===== config.mk =====
export PLATFORM = sky130hd
export DESIGN_NAME = smsave_lock_reg
export DESIGN_NICKNAME = d
export VERILOG_FILES = /design/src/rtl/smsave_pkg.sv /design/src/rtl/smsave_seq.sv /design/src/rtl/smsave_readback.sv /design/src/rtl/smsave_route.sv /design/src/rtl/smsave_lock_reg.sv
export SDC_FILE = /design/constraint.sdc
export NUM_CORES = 1
export LEC_CHECK = 0
export ABC_AREA = 1
export BUFFER_PORTS_ARGS = -buffer_cell sky130_fd_sc_hd__buf_2
export CAP_MARGIN = 20
export CORE_AREA = 2 2 39 41
export CTS_BUF_LIST = sky130_fd_sc_hd__clkbuf_8
export DETAILED_ROUTE_END_ITERATION = 7
export DIE_AREA = 0 0 41 43
export PLACE_DENSITY = 0.44
export SLEW_MARGIN = 0
export SYNTH_ARGS = -nofsm -noshare
export SYNTH_HDL_FRONTEND = slang
export SYNTH_SLANG_ARGS = --single-unit

===== constraint.sdc =====
create_clock -name clk -period 2.9 [get_ports clk]
set_clock_uncertainty 0.1 [all_clocks]
set_input_delay 0.145 -clock clk [delete_from_list [all_inputs] [get_ports clk]]
set_output_delay 0.145 -clock clk [all_outputs]
set_load 0.1 [all_outputs]

===== src/rtl/smsave_pkg.sv =====
package smsave_pkg;
   // Register life cycle; SV_OFF marks the feature-less plain-byte variant
   typedef enum logic [1:0] {
      SV_OFF    = 2'd0,
      SV_OPEN   = 2'd1,
      SV_ACKED  = 2'd2,
      SV_LOCKED = 2'd3
   } sv_state_e;
endpackage


===== src/rtl/smsave_seq.sv =====
module smsave_seq
   import smsave_pkg::*;
#(
   parameter int          DATA_W     = 8,
   parameter logic [DATA_W-1:0] PROBE_CODE = 8'hFF,
   parameter logic [DATA_W-1:0] LOCK_MASK  = 8'h02
) (
   input  sv_state_e         st_cur,
   input  logic              wr,
   input  logic [DATA_W-1:0] wdata,
   output sv_state_e         st_nxt
);
   logic is_probe;
   logic has_lock;

   assign is_probe = (wdata == PROBE_CODE);
   assign has_lock = ((wdata & LOCK_MASK) != '0);

   always_comb begin
      st_nxt = st_cur;
      unique case (st_cur)
         SV_OPEN:   if (wr && is_probe) st_nxt = SV_ACKED;
         SV_ACKED:  if (wr && has_lock) st_nxt = SV_LOCKED;
         SV_LOCKED: st_nxt = SV_LOCKED;
         default:   st_nxt = st_cur;
      endcase
   end
endmodule


===== src/rtl/smsave_readback.sv =====
module smsave_readback
   import smsave_pkg::*;
#(
   parameter int          DATA_W    = 8,
   parameter logic [DATA_W-1:0] ACK_CODE  = 8'h01,
   parameter logic [DATA_W-1:0] LOCK_MASK = 8'h02
) (
   input  sv_state_e         st,
   input  logic [DATA_W-1:0] plain_val,
   output logic [DATA_W-1:0] rdata
);
   always_comb begin
      unique case (st)
         SV_OFF:    rdata = plain_val;
         SV_OPEN:   rdata = '0;
         SV_ACKED:  rdata = ACK_CODE;
         SV_LOCKED: rdata = LOCK_MASK;
         default:   rdata = '0;
      endcase
   end
endmodule


===== src/rtl/smsave_route.sv =====
module smsave_route
   import smsave_pkg::*;
(
   input  sv_state_e st,
   input  logic      smm,
   output logic      hole,
   output logic      win
);
   logic armed;

   assign armed = (st == SV_LOCKED);
   assign hole  = armed & ~smm;
   assign win   = armed &  smm;
endmodule


===== src/rtl/smsave_lock_reg.sv =====
module smsave_lock_reg
   import smsave_pkg::*;
#(
   parameter int          DATA_W     = 8,
   parameter bit          FEATURE_EN = 1'b1,
   parameter logic [DATA_W-1:0] PROBE_CODE = 8'hFF,
   parameter logic [DATA_W-1:0] ACK_CODE   = 8'h01,
   parameter logic [DATA_W-1:0] LOCK_MASK  = 8'h02
) (
   input  logic              clk,
   input  logic              rst_n,
   input  logic              cfg_wr,
   input  logic [DATA_W-1:0] cfg_wdata,
   output logic [DATA_W-1:0] cfg_rdata,
   input  logic              smm_mode,
   output logic              hole_en,
   output logic              win_en
);
   localparam int LOCK_BITS = $countones(LOCK_MASK);

   // Elaboration-time parameter checks
   generate
      if (DATA_W < 2) begin : g_bad_width
         $error("smsave_lock_reg: DATA_W must be at least 2");
      end
      if (LOCK_BITS != 1) begin : g_bad_lock
         $error("smsave_lock_reg: LOCK_MASK must have exactly one bit set");
      end
      if ((ACK_CODE & LOCK_MASK) != '0) begin : g_bad_ack
         $error("smsave_lock_reg: ACK_CODE must not contain the lock bit");
      end
      if (PROBE_CODE == '0) begin : g_bad_probe
         $error("smsave_lock_reg: PROBE_CODE must be non-zero");
      end
   endgenerate

   sv_state_e         st_q;
   logic [DATA_W-1:0] plain_q;

   generate
      if (FEATURE_EN) begin : g_lock
         sv_state_e st_d;

         smsave_seq #(
            .DATA_W     (DATA_W),
            .PROBE_CODE (PROBE_CODE),
            .LOCK_MASK  (LOCK_MASK)
         ) u_seq (
            .st_cur (st_q),
            .wr     (cfg_wr),
            .wdata  (cfg_wdata),
            .st_nxt (st_d)
         );

         always_ff @(posedge clk or negedge rst_n) begin
            if (!rst_n) st_q <= SV_OPEN;
            else        st_q <= st_d;
         end

         assign plain_q = '0;
      end else begin : g_plain
         assign st_q = SV_OFF;

         always_ff @(posedge clk or negedge rst_n) begin
            if (!rst_n)      plain_q <= '0;
            else if (cfg_wr) plain_q <= cfg_wdata;
         end
      end
   endgenerate

   smsave_readback #(
      .DATA_W    (DATA_W),
      .ACK_CODE  (ACK_CODE),
      .LOCK_MASK (LOCK_MASK)
   ) u_rb (
      .st        (st_q),
      .plain_val (plain_q),
      .rdata     (cfg_rdata)
   );

   smsave_route u_route (
      .st   (st_q),
      .smm  (smm_mode),
      .hole (hole_en),
      .win  (win_en)
   );
endmodule


======== Yosys cells after proc, flatten, opt, wreduce, memory -nomap -nowiden ========
Cells that the tools add are included.
storage, ports and cells
  flip-flop bits (word level) ............. 2
  output and inout bits ................... 10
  word-level logic and storage cells ...... 20
cells by class
  equal/unequal tests ..................... 6
  muxes and demuxes ....................... 4
  bitwise gates (word level) .............. 3
  reduce and logical (&&, ||, !) cells .... 6
operator list
  cell                                                    count
  case mux 8 bit (3 select lines)                         1
  == test 8 bit (second input constant)                   1
  case mux 2 bit (3 select lines)                         1
  == test 2 bit (second input constant)                   2
  2-to-1 mux 2 bit                                        2
  inequality test 2 x 1 -> 1 bit (second input constant)  2
  AND reduction 3 bit                                     1
  nonzero test 3 bit                                      1
  bitwise AND 1 bit                                       2
  == test 2 x 1 -> 1 bit (second input constant)          1
  logical AND 1 bit                                       2
  zero test 2 bit                                         1
  OR reduction 2 bit                                      1
  inverter 1 bit                                          1

======== Longest topological paths before layout ========
  word-level depth ........................ 4
  depth in mapped cells ................... 5
  mapped depth without buffers ............ 5

======== Cells and area by module ========
A second synthesis with hierarchy kept.
unflattened totals
  cells, all modules ...................... 42
  area, all modules ....................... 221.5 um^2
modules (own cells, without submodules)
  module           instances  cells an instance  area each (um^2)  sequential area each (um^2)
  smsave_seq       1          16                 77.6              0.0
  smsave_readback  1          19                 73.8              0.0
  smsave_lock_reg  1          3                  55.1              51.3
  smsave_route     1          4                  15.0              0.0

======== Worst setup path after synthesis ========
OpenSTA, ideal clock, no wires.
  path kind ............................... register -> output
  start point ............................. register st_q[0]
  end point ............................... output port hole_en
  data arrival time ....................... 1.872 ns
  setup slack ............................. 0.783 ns
  stages on the path, launching flop included .. 3
  path buffers ............................ 0
  cell sequence ........................... dfstp_2 > nand2_1 > nor2_1
on the way
  word-level cells in the longest chain between the ends .. 2
RTL lines
  element                 RTL line               source
  from (decl)             smsave_lock_reg.sv:37  sv_state_e st_q;
  from (signal assigned)  smsave_lock_reg.sv:57  else st_q <= st_d;
  == test 2 bit           smsave_route.sv:11     assign armed = (st == SV_LOCKED);
  bitwise AND 1 bit       smsave_route.sv:12     assign hole = armed & ~smm;
  to (decl)               smsave_lock_reg.sv:16  output logic hole_en,
Every way passes these cells.

======== Worst setup path in the final report ========
  start point ............................. register st_q[0]
  end point ............................... output port win_en
on the way
  word-level cells in the longest chain between the ends .. 2
RTL lines
  element            RTL line               source
  == test 2 bit      smsave_route.sv:11
  bitwise AND 1 bit  smsave_route.sv:13     assign win = armed & smm;
  to (decl)          smsave_lock_reg.sv:17  output logic win_en
Every way passes these cells.

==> summary by stage <==
Layout
The final layout net count is 67. The number of antenna repair diodes is 0. The library cells used most frequently in the layout, excluding fill and tap cells, are sky130_fd_sc_hd__buf_2, sky130_fd_sc_hd__nand2_1, sky130_fd_sc_hd__nor2_1, sky130_fd_sc_hd__conb_1, sky130_fd_sc_hd__inv_1.

The area growth from synthesis to layout is 61.1%. After filler insertion, the fill cell instance count of the layout stands at 160. The final instance area is 327 um^2. In the final layout, the multi-input gates occupy 110 um^2.

In the final layout, the registers with the most flip-flops are st_q (2). The share of final-layout standard cells stronger than drive strength 1 is 0.370. The area taken by flip-flops and latches is 51.3 um^2. The most flop-heavy register is st_q. The library cell used most frequently in the layout, excluding fill and tap cells, is sky130_fd_sc_hd__buf_2. The register with the most flip-flops in the layout has 2 of them.

Outcome
The run finished with clean final reports.

Clocking
The number of sinks handled by clock tree synthesis is 2. The number of H-tree levels is 1. TritonCTS built the clock tree. In this run the clock root is driven by a sky130_fd_sc_hd__clkbuf_8.

The TritonCTS buffer count is 3. The number of hold buffers added after CTS was 1. The maximum count of clock buffers along a single path is 2. The post-CTS resize count is 0. The later-pin clock latency in the skew report is 0.21 ns. Clock-pin slew was measured on the worst setup and hold paths at 0.03 ns.

The buffers inserted during post-CTS setup optimization is 0.

Synth
The number of different library cells in the post-synthesis netlist is 10. The synthesis warning total is 0. The total of flip-flops plus latches after synthesis is 2. Synthesis handed over a netlist of 35 instances. The total standard cell area after synthesis is 203 um^2. The per-instance average area after synthesis is 5.79 um^2. The sequential share of the synthesized area is 0.253.

Global routing
Entering global routing, the biggest net connects 5 pins. For this run the aggregate overflow at the end of global routing stands at 0. In the global route stage, overall resource usage came out at 0.0653. The number of antenna violations at the first check in global routing is 0. The first-pass GRT wire length is 724 um.

The via count of the first global-routing pass came to about 220.

Flow run
The max-cap check violation count is 0.

Timing
The highest achievable clock rate is 628 MHz. The share of the cycle needed by the critical path after routing is 0.549. Summed over all failing endpoints, the final setup total negative slack is 0 ns. The final count of negative-setup-slack endpoints is 0. The final period demand of the worst path is between 1.5 and 2 ns. Setup repair after global routing left no endpoint under its margin. The count of final max-slew check failures is 0.

The count of final hold-check violations came to 0.

Power
The net switching component of the power is 72.6 uW. The share of total power dissipated in the clock network is 0.559. The proportion of total power due to net switching is 0.365.

Across the VDD grid, the largest voltage drop is 0.245 mV. In this run the power density over the cells is between 600 and 700 nW/um^2. The internal portion of the total power is around 130 uW. The static leakage is 0.000200 uW. The relative contribution of combinational cells to total power is 0.300. The sequential share of power is 0.142.

Placed design
Summed over all nets, the half-perimeter wirelength after detailed placement is 368 um. The total cell area at the placement stage is 272 um^2. The final weighted congestion in routability-driven placement is 0.599.

Buffers placed on the I/O ports in this run total 15.

Worst setup path
The critical path starts at st_q[0]. The highest fanout seen on the critical path is 4. The kind of capture point of the worst setup path is a primary output. The category of the critical setup timing path is register to primary output. On the worst path, the slowest cell contributes a delay of 0.54 ns. The slowest stage of the critical path is the sky130_fd_sc_hd__dfstp_2 cell.

STA classifies the critical path startpoint as a register. The required time of the critical path is about 2.7 ns. The critical path goes through nand2_1, nor2_1, buf_2.

The critical path arrival is 1.35 ns. The launching point of the worst reg2reg path is st_q[0].

Detailed routing
The first-iteration detailed-routing DRC count is 1. The number of nets with antenna violations after routing is 0. The routed design has about 420 um of wire. The wire length per cell after detailed routing is 5.97 um. Detailed routing inserted a total of approximately 230 vias. The number of search-and-repair iterations in the first detailed-routing pass is 4. After detailed routing, the number of remaining DRC violations is 0.

Using the TritonRoute via totals, the vias-per-cell ratio works out to approximately 3.3.

Die
The die boundary width is 41 um. The area enclosed by the die boundary is approximately 1800 um^2. After floorplanning, the core was sized to cover roughly 1400 um^2. In this run the vertical extent of the chip is approximately 43 um. 22 I/O pins were placed.

The starting density of the core is 0.146. The placement row count is 14.

Hold path
The startpoint of the lowest-slack hold path is cfg_wr. In this run the worst hold path is classified as input pin to register.
## cell families (layout without fill, tap and decap cells)
family	after synthesis	after routing	share of synthesized area
simple gates	22	22	0.432
other cells	1	6	0.0185
flops	2	2	0.253
buf+inv	10	24	0.296
## critical path: cells and delay by family (launching register included)
kind	cells	cell delay, ns
buffers and inverters	1	0.43
flip-flops	1	0.54
AND/OR/NAND/NOR	2	0.17
## power groups by stage
| stage | clock [uW] | combinational [uW] | sequential (uW) |
|---|---|---|---|
| floorplan | 0 | 54.6 | 28.4 |
| global route | 118 | 63.2 | 28.2 |
| finish | 111 | 59.6 | 28.2 |
| detailed placement | 0 | 58.8 | 28.4 |
| global placement | 0 | 58.7 | 28.4 |
| CTS | 115 | 59.9 | 28.2 |
## worst paths after layout
kind,endpoint,slack [ns],cells past startpoint
max in group asynchronous,st_q[0],2.35,2
min in group asynchronous,st_q[1],0.15,2
worst min-delay path,st_q[0],0.13,4
worst min register to register,st_q[0],0.44,2
worst max register to register,st_q[1],1.95,4
worst max-delay path,win_en,1.31,3
## layer usage
layer	wire [um]	up-vias	track usage
li1	-	127	-
met1	164	94	0.0579
met2	206	10	0.100
met3	46	0	0.0314
met4	0	0	0.0600
met5	0	-	0
## stage by stage
stage | std cells | power, uW | hold WS (ns) | setup WS, ns | utilization
6_report | 70 | 199 | 0.125 | 1.31 | 0.236
5_1_grt | 70 | 209 | 0.165 | 1.23 | 0.236
4_1_cts | 70 | 203 | 0.137 | 1.29 | 0.236
3_5_place_dp | 65 | 87.2 | -0.165 | 1.51 | 0.196
3_3_place_gp | 65 | 87.1 | -0.167 | 1.53 | 0.196
2_1_floorplan | 40 | 83.1 | -0.251 | 0.783 | -
## Yosys cell counts
master / instances / area share
sky130_fd_sc_hd__buf_4: 6 / 0.22
sky130_fd_sc_hd__conb_1: 1 / 0.019
sky130_fd_sc_hd__dfrtp_1: 1 / 0.12
sky130_fd_sc_hd__dfstp_2: 1 / 0.13
sky130_fd_sc_hd__inv_1: 4 / 0.074
sky130_fd_sc_hd__nand2_1: 13 / 0.24
sky130_fd_sc_hd__nand3_1: 1 / 0.025
sky130_fd_sc_hd__nor2_1: 6 / 0.11
sky130_fd_sc_hd__nor2_2: 1 / 0.031
sky130_fd_sc_hd__nor3_1: 1 / 0.025
## final cells by class
cell class,count,area share
multi-input combinational,28,0.337
timing repair buffer,16,0.261
sequential,2,0.157
clock buffer,3,0.126
tap,16,0.0613
inverter,4,0.0460
clock inverter,1,0.0115
Power figures use the tool's default switching activity.
